### src/rtl/crc_brt_pkg.sv
package crc_brt_pkg;

  localparam int CRC_W = 32;

  // Bit-order reversal of a CRC-width word.
  function automatic logic [CRC_W-1:0] reflect(input logic [CRC_W-1:0] v);
    logic [CRC_W-1:0] r;
    for (int i = 0; i < CRC_W; i++) r[i] = v[CRC_W-1-i];
    return r;
  endfunction

  // Quotient of x^(2W) divided by (x^W + p), leading x^W term removed.
  function automatic logic [CRC_W-1:0] barrett_const(input logic [CRC_W-1:0] p);
    logic [2*CRC_W:0] rem;
    logic [CRC_W:0]   quo;
    logic [CRC_W:0]   gen;
    gen = {1'b1, p};
    rem = '0;
    quo = '0;
    rem[2*CRC_W] = 1'b1;
    for (int i = CRC_W; i >= 0; i--) begin
      if (rem[CRC_W+i]) begin
        quo[i] = 1'b1;
        rem = rem ^ ({{CRC_W{1'b0}}, gen} << i);
      end
    end
    return quo[CRC_W-1:0];
  endfunction

endpackage

### src/rtl/crc_brt_clmul.sv
// Carry-less multiplier: partial products combined in a binary XOR tree.
module crc_brt_clmul #(
  parameter int W = 32
) (
  input  logic [W-1:0]   a_i,
  input  logic [W-1:0]   b_i,
  output logic [2*W-2:0] prod_o
);
  localparam int PW = 2*W-1;

  // Heap-ordered tree: leaves W..2W-1, root 1.
  logic [PW-1:0] node [1:2*W-1];

  for (genvar i = 0; i < W; i++) begin : g_pp
    assign node[W+i] = b_i[i] ? ({{(W-1){1'b0}}, a_i} << i) : '0;
  end

  for (genvar k = 1; k < W; k++) begin : g_tree
    assign node[k] = node[2*k] ^ node[2*k+1];
  end

  assign prod_o = node[1];
endmodule

### src/rtl/crc_brt_operand.sv
// Splits the reflected state into the bits that overflow past x^W
// (head, returned in reflected order) and the part that shifts in place (tail).
module crc_brt_operand
  import crc_brt_pkg::*;
(
  input  logic [CRC_W-1:0] state_i,
  input  logic [1:0]       width_i,
  output logic [CRC_W-1:0] head_o,
  output logic [CRC_W-1:0] tail_o
);
  localparam int BYTE_W = CRC_W / 4;
  localparam int HALF_W = CRC_W / 2;

  logic [CRC_W-1:0] lifted;

  always_comb begin
    unique case (width_i)
      2'b00: begin
        lifted = {state_i[BYTE_W-1:0], {(CRC_W-BYTE_W){1'b0}}};
        tail_o = state_i >> BYTE_W;
      end
      2'b01: begin
        lifted = {state_i[HALF_W-1:0], {(CRC_W-HALF_W){1'b0}}};
        tail_o = state_i >> HALF_W;
      end
      default: begin
        lifted = state_i;
        tail_o = '0;
      end
    endcase
  end

  assign head_o = reflect(lifted);
endmodule

### src/rtl/crc_brt_ctrl.sv
// Two-phase sequencer: accept, then fold and write the result.
module crc_brt_ctrl (
  input  logic clk,
  input  logic rst,
  input  logic start_i,
  output logic accept_o,
  output logic busy_o,
  output logic valid_o
);
  logic busy_q;
  logic valid_q;

  assign accept_o = start_i & ~busy_q;

  always_ff @(posedge clk) begin
    if (rst) begin
      busy_q  <= 1'b0;
      valid_q <= 1'b0;
    end else begin
      busy_q  <= accept_o;
      valid_q <= busy_q;
    end
  end

  assign busy_o  = busy_q;
  assign valid_o = valid_q;
endmodule

### src/rtl/crc_brt_unit.sv
module crc_brt_unit
  import crc_brt_pkg::*;
#(
  parameter logic [CRC_W-1:0] POLY_STD  = 32'h04C11DB7,
  parameter logic [CRC_W-1:0] POLY_CAST = 32'h1EDC6F41
) (
  input  logic             clk,
  input  logic             rst,
  input  logic             start_i,
  input  logic [CRC_W-1:0] state_i,
  input  logic [1:0]       width_i,
  input  logic             poly_sel_i,
  output logic [CRC_W-1:0] result_o,
  output logic             valid_o
);
  localparam logic [CRC_W-1:0] MU_STD  = barrett_const(POLY_STD);
  localparam logic [CRC_W-1:0] MU_CAST = barrett_const(POLY_CAST);
  localparam int PW = 2*CRC_W-1;

  logic             accept;
  logic             busy;
  logic [CRC_W-1:0] head;
  logic [CRC_W-1:0] tail;
  logic [CRC_W-1:0] mul_a;
  logic [CRC_W-1:0] mul_b;
  logic [PW-1:0]    prod;
  logic [CRC_W-1:0] quot;

  logic [CRC_W-1:0] quot_q;
  logic [CRC_W-1:0] tail_q;
  logic             psel_q;
  logic [CRC_W-1:0] result_q;

  crc_brt_ctrl i_ctrl (
    .clk      (clk),
    .rst      (rst),
    .start_i  (start_i),
    .accept_o (accept),
    .busy_o   (busy),
    .valid_o  (valid_o)
  );

  crc_brt_operand i_operand (
    .state_i (state_i),
    .width_i (width_i),
    .head_o  (head),
    .tail_o  (tail)
  );

  // One multiplier, two uses: quotient estimate, then fold by P.
  always_comb begin
    if (busy) begin
      mul_a = quot_q;
      mul_b = psel_q ? POLY_CAST : POLY_STD;
    end else begin
      mul_a = head;
      mul_b = poly_sel_i ? MU_CAST : MU_STD;
    end
  end

  crc_brt_clmul #(.W(CRC_W)) i_clmul (
    .a_i    (mul_a),
    .b_i    (mul_b),
    .prod_o (prod)
  );

  // Full constant carries an implicit x^W term: quotient = head ^ upper product.
  assign quot = head ^ {1'b0, prod[PW-1:CRC_W]};

  always_ff @(posedge clk) begin
    if (rst) begin
      quot_q   <= '0;
      tail_q   <= '0;
      psel_q   <= 1'b0;
      result_q <= '0;
    end else begin
      if (accept) begin
        quot_q <= quot;
        tail_q <= tail;
        psel_q <= poly_sel_i;
      end
      if (busy) begin
        result_q <= tail_q ^ reflect(prod[CRC_W-1:0]);
      end
    end
  end

  assign result_o = result_q;
endmodule

### config.mk
export PLATFORM = sky130hd
export DESIGN_NAME = crc_brt_unit
export DESIGN_NICKNAME = d
export VERILOG_FILES = /design/src/rtl/crc_brt_pkg.sv /design/src/rtl/crc_brt_clmul.sv /design/src/rtl/crc_brt_operand.sv /design/src/rtl/crc_brt_ctrl.sv /design/src/rtl/crc_brt_unit.sv
export SDC_FILE = /design/constraint.sdc
export NUM_CORES = 1
export LEC_CHECK = 0
export BUFFER_PORTS_ARGS = -buffer_cell sky130_fd_sc_hd__buf_2
export CAP_MARGIN = 15
export CORE_MARGIN = 2
export CORE_UTILIZATION = 60
export CTS_BUF_LIST = sky130_fd_sc_hd__clkbuf_8
export DETAILED_ROUTE_END_ITERATION = 8
export PLACE_DENSITY = 0.83
export SYNTH_ARGS = -nofsm -noshare
export SYNTH_HDL_FRONTEND = slang
export SYNTH_SLANG_ARGS = --single-unit
### constraint.sdc
create_clock -name clk -period 3.55 [get_ports clk]
set_clock_uncertainty 0.05 [all_clocks]
set_input_delay 0.5325 -clock clk [delete_from_list [all_inputs] [get_ports clk]]
set_output_delay 0.5325 -clock clk [all_outputs]
set_load 0.01 [all_outputs]
# ---- Word-level counts from Yosys, hierarchy flattened
# Index checks and enable logic that the tools add are counted.
dict set report op_classes {
  n_reduce_logical 1
  n_bitwise 35
  muxes 38
  eq_ne 1
}
# operator count
set ops {}
lappend ops {{$xor 63x63->63} 20}
lappend ops {{$mux 29} 3}
lappend ops {{$mux 32} 2}
lappend ops {{$pmux 32 s2} 1}
lappend ops {{$mux 63} 1}
lappend ops {{$xor 62x63->63} 1}
lappend ops {{$mux 62} 1}
lappend ops {{$mux 61} 1}
lappend ops {{$xor 60x61->61} 1}
lappend ops {{$mux 60} 1}
lappend ops {{$mux 59} 1}
lappend ops {{$xor 58x59->59} 1}
lappend ops {{$mux 58} 1}
lappend ops {{$mux 57} 1}
lappend ops {{$xor 56x57->57} 1}
lappend ops {{$mux 56} 1}
lappend ops {{$mux 55} 1}
lappend ops {{$xor 54x55->55} 1}
lappend ops {{$mux 54} 1}
lappend ops {{$mux 53} 1}
lappend ops {{$xor 52x53->53} 1}
lappend ops {{$mux 52} 1}
lappend ops {{$mux 51} 1}
lappend ops {{$xor 50x51->51} 1}
lappend ops {{29 further kinds} 29}
dict set report totals {
  wordCells 81
  output_inout_bits 33
  input_bits 38
  regBits 99
}

# ---- Depth between registers and ports, before layout
dict set report logic_depth {
  ltp_word 10
  depth_mapped 13
  ltp_nobuf 9
}

# ---- By module
# A second synthesis with hierarchy kept.
dict set report unflattened {
  cells_unflattened 2723
  area_unflattened_um2 18692.9
}
# module area_each_um2 seq_area_each_um2 n_inst cells_per_inst
set by_module_without_submodules {}
lappend by_module_without_submodules {crc_brt_clmul 13310.3 0.0 1 2177}
lappend by_module_without_submodules {crc_brt_unit 4566.9 1941.9 1 431}
lappend by_module_without_submodules {crc_brt_operand 748.2 0.0 1 110}
lappend by_module_without_submodules {crc_brt_ctrl 67.6 40.0 1 5}

# ---- Least setup slack after synthesis
# Ideal clock, no wire load.
dict set report synth_timing {
  path_type {input-to-reg}
  start {input port width_i[0]}
  end {register result_q[3], in the netlist result_o[3]}
  required_time_ns 3.372
  n_path_buf 1
  arrival_ns 2.511
  setup_time_ns 0.128
  path_stages 10
  setup_slack_ns 0.862
  cell_sequence {buf_6 mux2_2 mux2i_2 o21ai_0 xnor2_2 xnor2_1 xnor3_1 xnor2_1 mux2i_1 nor2_1}
}
dict set report synth_between {
  elab_chain_len 10
  elab_cells_between_ends 64
  cone_classes {eq/ne (1); mux (31); bitwise (31); reduce/logical (1)}
}
# element line
set synth_rtl {}
lappend synth_rtl {{from (decl)} crc_brt_unit.sv:11} ;# input logic [1:0] width_i,
lappend synth_rtl {{$eq 2x1->1 or $logic_not 2->1 (tied branches)} crc_brt_operand.sv:17} ;# unique case (width_i)
lappend synth_rtl {{$pmux 32 s2 (*)} crc_brt_operand.sv:17}
lappend synth_rtl {{$mux 32 (*)} crc_brt_unit.sv:52} ;# if (busy) begin
lappend synth_rtl {{$mux 32, or another cell as far along} crc_brt_clmul.sv:15} ;# assign node[W+i] = b_i[i] ? ({{(W-1){1'b0}}, a_i} << i) : '0;
lappend synth_rtl {{$xor 63x63->63, or another cell as far along} crc_brt_clmul.sv:19} ;# assign node[k] = node[2*k] ^ node[2*k+1];
lappend synth_rtl {{$xor 63x63->63 (3 in a row)} crc_brt_clmul.sv:19}
lappend synth_rtl {{$xor 63x63->63 (*)} crc_brt_clmul.sv:19}
lappend synth_rtl {{$xor 32x32->32 (*)} crc_brt_unit.sv:83} ;# result_q <= tail_q ^ reflect(prod[CRC_W-1:0]);
lappend synth_rtl {{to (signal assigned)} crc_brt_unit.sv:83}
lappend synth_rtl {{to (decl)} crc_brt_unit.sv:32} ;# logic [CRC_W-1:0] result_q;
# Mark *: on every way between the ends. The rest lies on a longest branch, timed or not.
# A chain may end at the register's enable or synchronous reset.

# ---- Worst setup path after layout
dict set report layout_timing {
  start {register i_ctrl.busy_q, in the netlist i_ctrl.busy_o}
  end {register result_q[0], in the netlist result_o[0]}
}
dict set report layout_between {
  elab_chain_len 8
  elab_cells_between_ends 66
  cone_classes {mux (34); bitwise (32)}
}
# element line
set layout_rtl {}
lappend layout_rtl {{from (decl)} crc_brt_ctrl.sv:10} ;# logic busy_q;
lappend layout_rtl {{from (signal assigned)} crc_brt_ctrl.sv:20} ;# busy_q <= accept_o;
lappend layout_rtl {{$mux 32 or $mux 29 (tied branches)} crc_brt_unit.sv:52}
lappend layout_rtl {{$mux 32, or another cell as far along} crc_brt_clmul.sv:15}
lappend layout_rtl {{$xor 63x63->63, or another cell as far along} crc_brt_clmul.sv:19}
lappend layout_rtl {{$xor 63x63->63 (4 in a row)} crc_brt_clmul.sv:19}
lappend layout_rtl {{$xor 32x32->32} crc_brt_unit.sv:83}
# Several ways; a longest one is shown, not always the timed one.

==> flow_summary.json <==
{
  "status": "completed",
  "ctsHoldBuffers": 0,
  "placed_area_mm2": 0.0158,
  "worstPathArrival_ns": 3.74,
  "synthSimpleGateAreaFrac_pct": 15.2,
  "yosys_warnings": 0,
  "post-cts-setup-buffer-count": 0,
  "irDropWorstVdd_uv": 297,
  "tns_ns": 0,
  "dieArea_mm2": 0.0254,
  "p_leak_nw": 6.17,
  "grt_pass1_wl_um": 103000,
  "drive_gt1_share_pct": 16.7,
  "ys_ff_latch": 91,
  "min_period_ns": 3.45,
  "fp.dieW_um": 160,
  "dpl.hpwl_um": 55400,
  "clk_latency_ns": 0.42,
  "synthMuxAreaShare_pct": 7.54,
  "wire_per_inst_um": 31.2,
  "critPathMaxStageDelay_ns": 0.48,
  "start_util_pct": 61.5,
  "via_per_inst": 6.96,
  "routed_wl_um": 72500,
  "die_y_um": 160,
  "vias": 16200,
  "path_cells": "buf_12 > nor2b_1 > buf_4 > a22o_1 > xor2_1 > xnor2_1 > xnor2_1 > xnor2_1 > xnor2_1 > xnor2_1 > a211oi_1",
  "root_buffer": "clkbuf_8",
  "cts.path.max_buffers": 2,
  "maxSlewHeadroom_pct": 36.8,
  "route.detailed.drc": 0,
  "antenna_found_initial": 1,
  "synth_top_flop_cell": "dfxtp_1",
  "yosysTopAreaCellShare_pct": 27.6,
  "netlist-cell-type-count": 87,
  "synth_cells": 1927,
  "clk_pin_slew_ns": 0.13,
  "clkSinkCount": 91,
  "grt_util_all_layers_pct": 55.1,
  "io_buffers": 70,
  "hold_ws_ns": 0.354,
  "core_area_mm2": 0.0236,
  "num_rows": 56,
  "synth_top_area_cell": "xnor2_1",
  "crit_slowest_cell": "dfxtp_4",
  "synthToLayoutAreaGrowth_pct": 10.2,
  "syn_area_mm2": 0.0145,
  "crit_top_cell": "xnor2_1",
  "final_area_mm2": 0.0160,
  "cp.required_ns": 3.84,
  "cts_tree": "built",
  "grt_pass1_vias": 14900,
  "finalCritPeriodShare_pct": 97.1,
  "synth_compound_area_share_pct": 20.3,
  "final_cell_mix": "457 x xnor2_1, 204 x nand2_1, 156 x buf_4, 155 x xor2_1, 149 x nor2_1",
  "top_level_ports": 71,
  "drv_slew": 0,
  "htreeDepth": 3,
  "first_iter_violations": 3322,
  "synth_top_family_by_area": "XOR/XNOR gates",
  "final_common_cell": "xnor2_1",
  "synth_xor_xnor_area_share_pct": 38.1,
  "end_kind": "register",
  "path_max_fanout": 28,
  "place.gp.congestion": 1.20,
  "p_per_area_mw_per_mm2": 491,
  "synthesis.nets": 1965,
  "ant_nets": 0,
  "nFillCells": 2088,
  "rsz0062_at_grt": "false",
  "cts_resized": 0,
  "yosysSeqAreaShare_pct": 12.6,
  "synth-adder-area-share_pct": 0,
  "firstDrtPassIters": 9,
  "synth_area_per_cell_um2": 7.53,
  "n_antenna_cell": 0,
  "fmax_mhz": 290,
  "synth.area.top_cells": "xnor2_1 28%, dfxtp_1 13%, xor2_1 9.4%",
  "synth_edf_count": 0,
  "async_reset_ff_share_pct": 0,
  "numCtsBuffers": 9,
  "hold_class": "in -> reg",
  "path_class": "reg -> reg",
  "setup_violations": 0,
  "crit_path_start_kind": "register",
  "grt_max_degree": 61,
  "maxCapViolCount": 0,
  "nets": 2038,
  "hold_viol_final": 0,
  "overflow": 0,
  "worstMarginPinSlew_ns": 0.939
}
## per-stage QoR
stage	cells	total power (W)	util [%]	worst slack, ns
floorplan	1927	0.00510	-	0.862
global placement	2308	0.00652	66.7	0.267
detailed placement	2308	0.00657	66.7	0.264
CTS	2324	0.00757	67.7	0.315
global route	2324	0.00804	67.7	0.0641
finish	2324	0.00785	67.7	0.105
## final timing paths
check	from	slack, ns	endpoint	depth (start not counted)
setup / recovery	i_ctrl.busy_o	0.10	result_o[0]	11
hold / removal	state_i[28]	0.35	tail_q[20]	3
setup reg to reg	i_ctrl.busy_o	0.10	result_o[0]	11
hold reg to reg	result_o[31]	0.42	result_o[31]	2
## worst max-delay path, delay by kind of cell (launching register included)
family,cells,cell delay [ns]
buffers and inverters,2,0.53
XOR/XNOR,6,1.50
AND/OR/NAND/NOR,1,0.12
AO/OA/AOI/OAI,2,0.64
flip-flops,1,0.48
## final cells by class
class | instances | area [um2] | area share (%)
inverters | 13 | 62.6 | 0.391
multi-input cells | 1652 | 11800 | 73.7
clock inverters | 7 | 121 | 0.759
well taps | 319 | 399 | 2.50
repair buffers | 233 | 1680 | 10.5
clock buffers | 9 | 124 | 0.774
flip-flops and latches | 91 | 1830 | 11.4
## flip-flops by register name, summed over array words and instances (netlist names)
| register | flops |
|---|---|
| i_ctrl.busy_o | 1 |
| i_ctrl.valid_o | 1 |
| psel_q | 1 |
| quot_q | 32 |
| result_o | 32 |
| tail_q | 24 |
## Yosys cell counts, types with 16 or more instances
library cell / instances
a211oi_1: 32
a21oi_1: 109
a22oi_1: 49
and2_1: 16
buf_1: 18
buf_2: 61
clkbuf_1: 66
dfxtp_1: 91
mux2_2: 26
mux2i_1: 64
nand2_1: 205
nand3_1: 29
nor2_1: 149
nor2b_1: 16
o21ai_0: 91
o21ai_1: 18
o22ai_1: 18
xnor2_1: 457
xor2_1: 155
## report_power, final
part	total, W	leakage (nW)	internal (W)	switching (W)
Combinational	0.00538	5.31	0.00235	0.00303
Clock	0.00101	0.121	0.000476	0.000536
Sequential	0.00146	0.747	0.00117	0.000298
Total	0.00785	6.17	0.00399	0.00386
## cells by family (layout without fill, tap and decap cells)
kind of cell,after synthesis,count (layout)
xor gates and xnor gates,620,620
buffers and inverters,184,262
AOI/OAI and AO/OA,442,442
DFF,91,91
muxes,99,99
and+or+nand+nor,491,491
## layer usage
layer  share of wire [%]  track usage, %  vias up
li1                    -               -     6680
met1                  36            72.5     7474
met2                  38            74.0     1644
met3                  19            25.8      385
met4                 7.0            29.3        0
met5                   0               0        -
(Power assumes the default switching activity.)
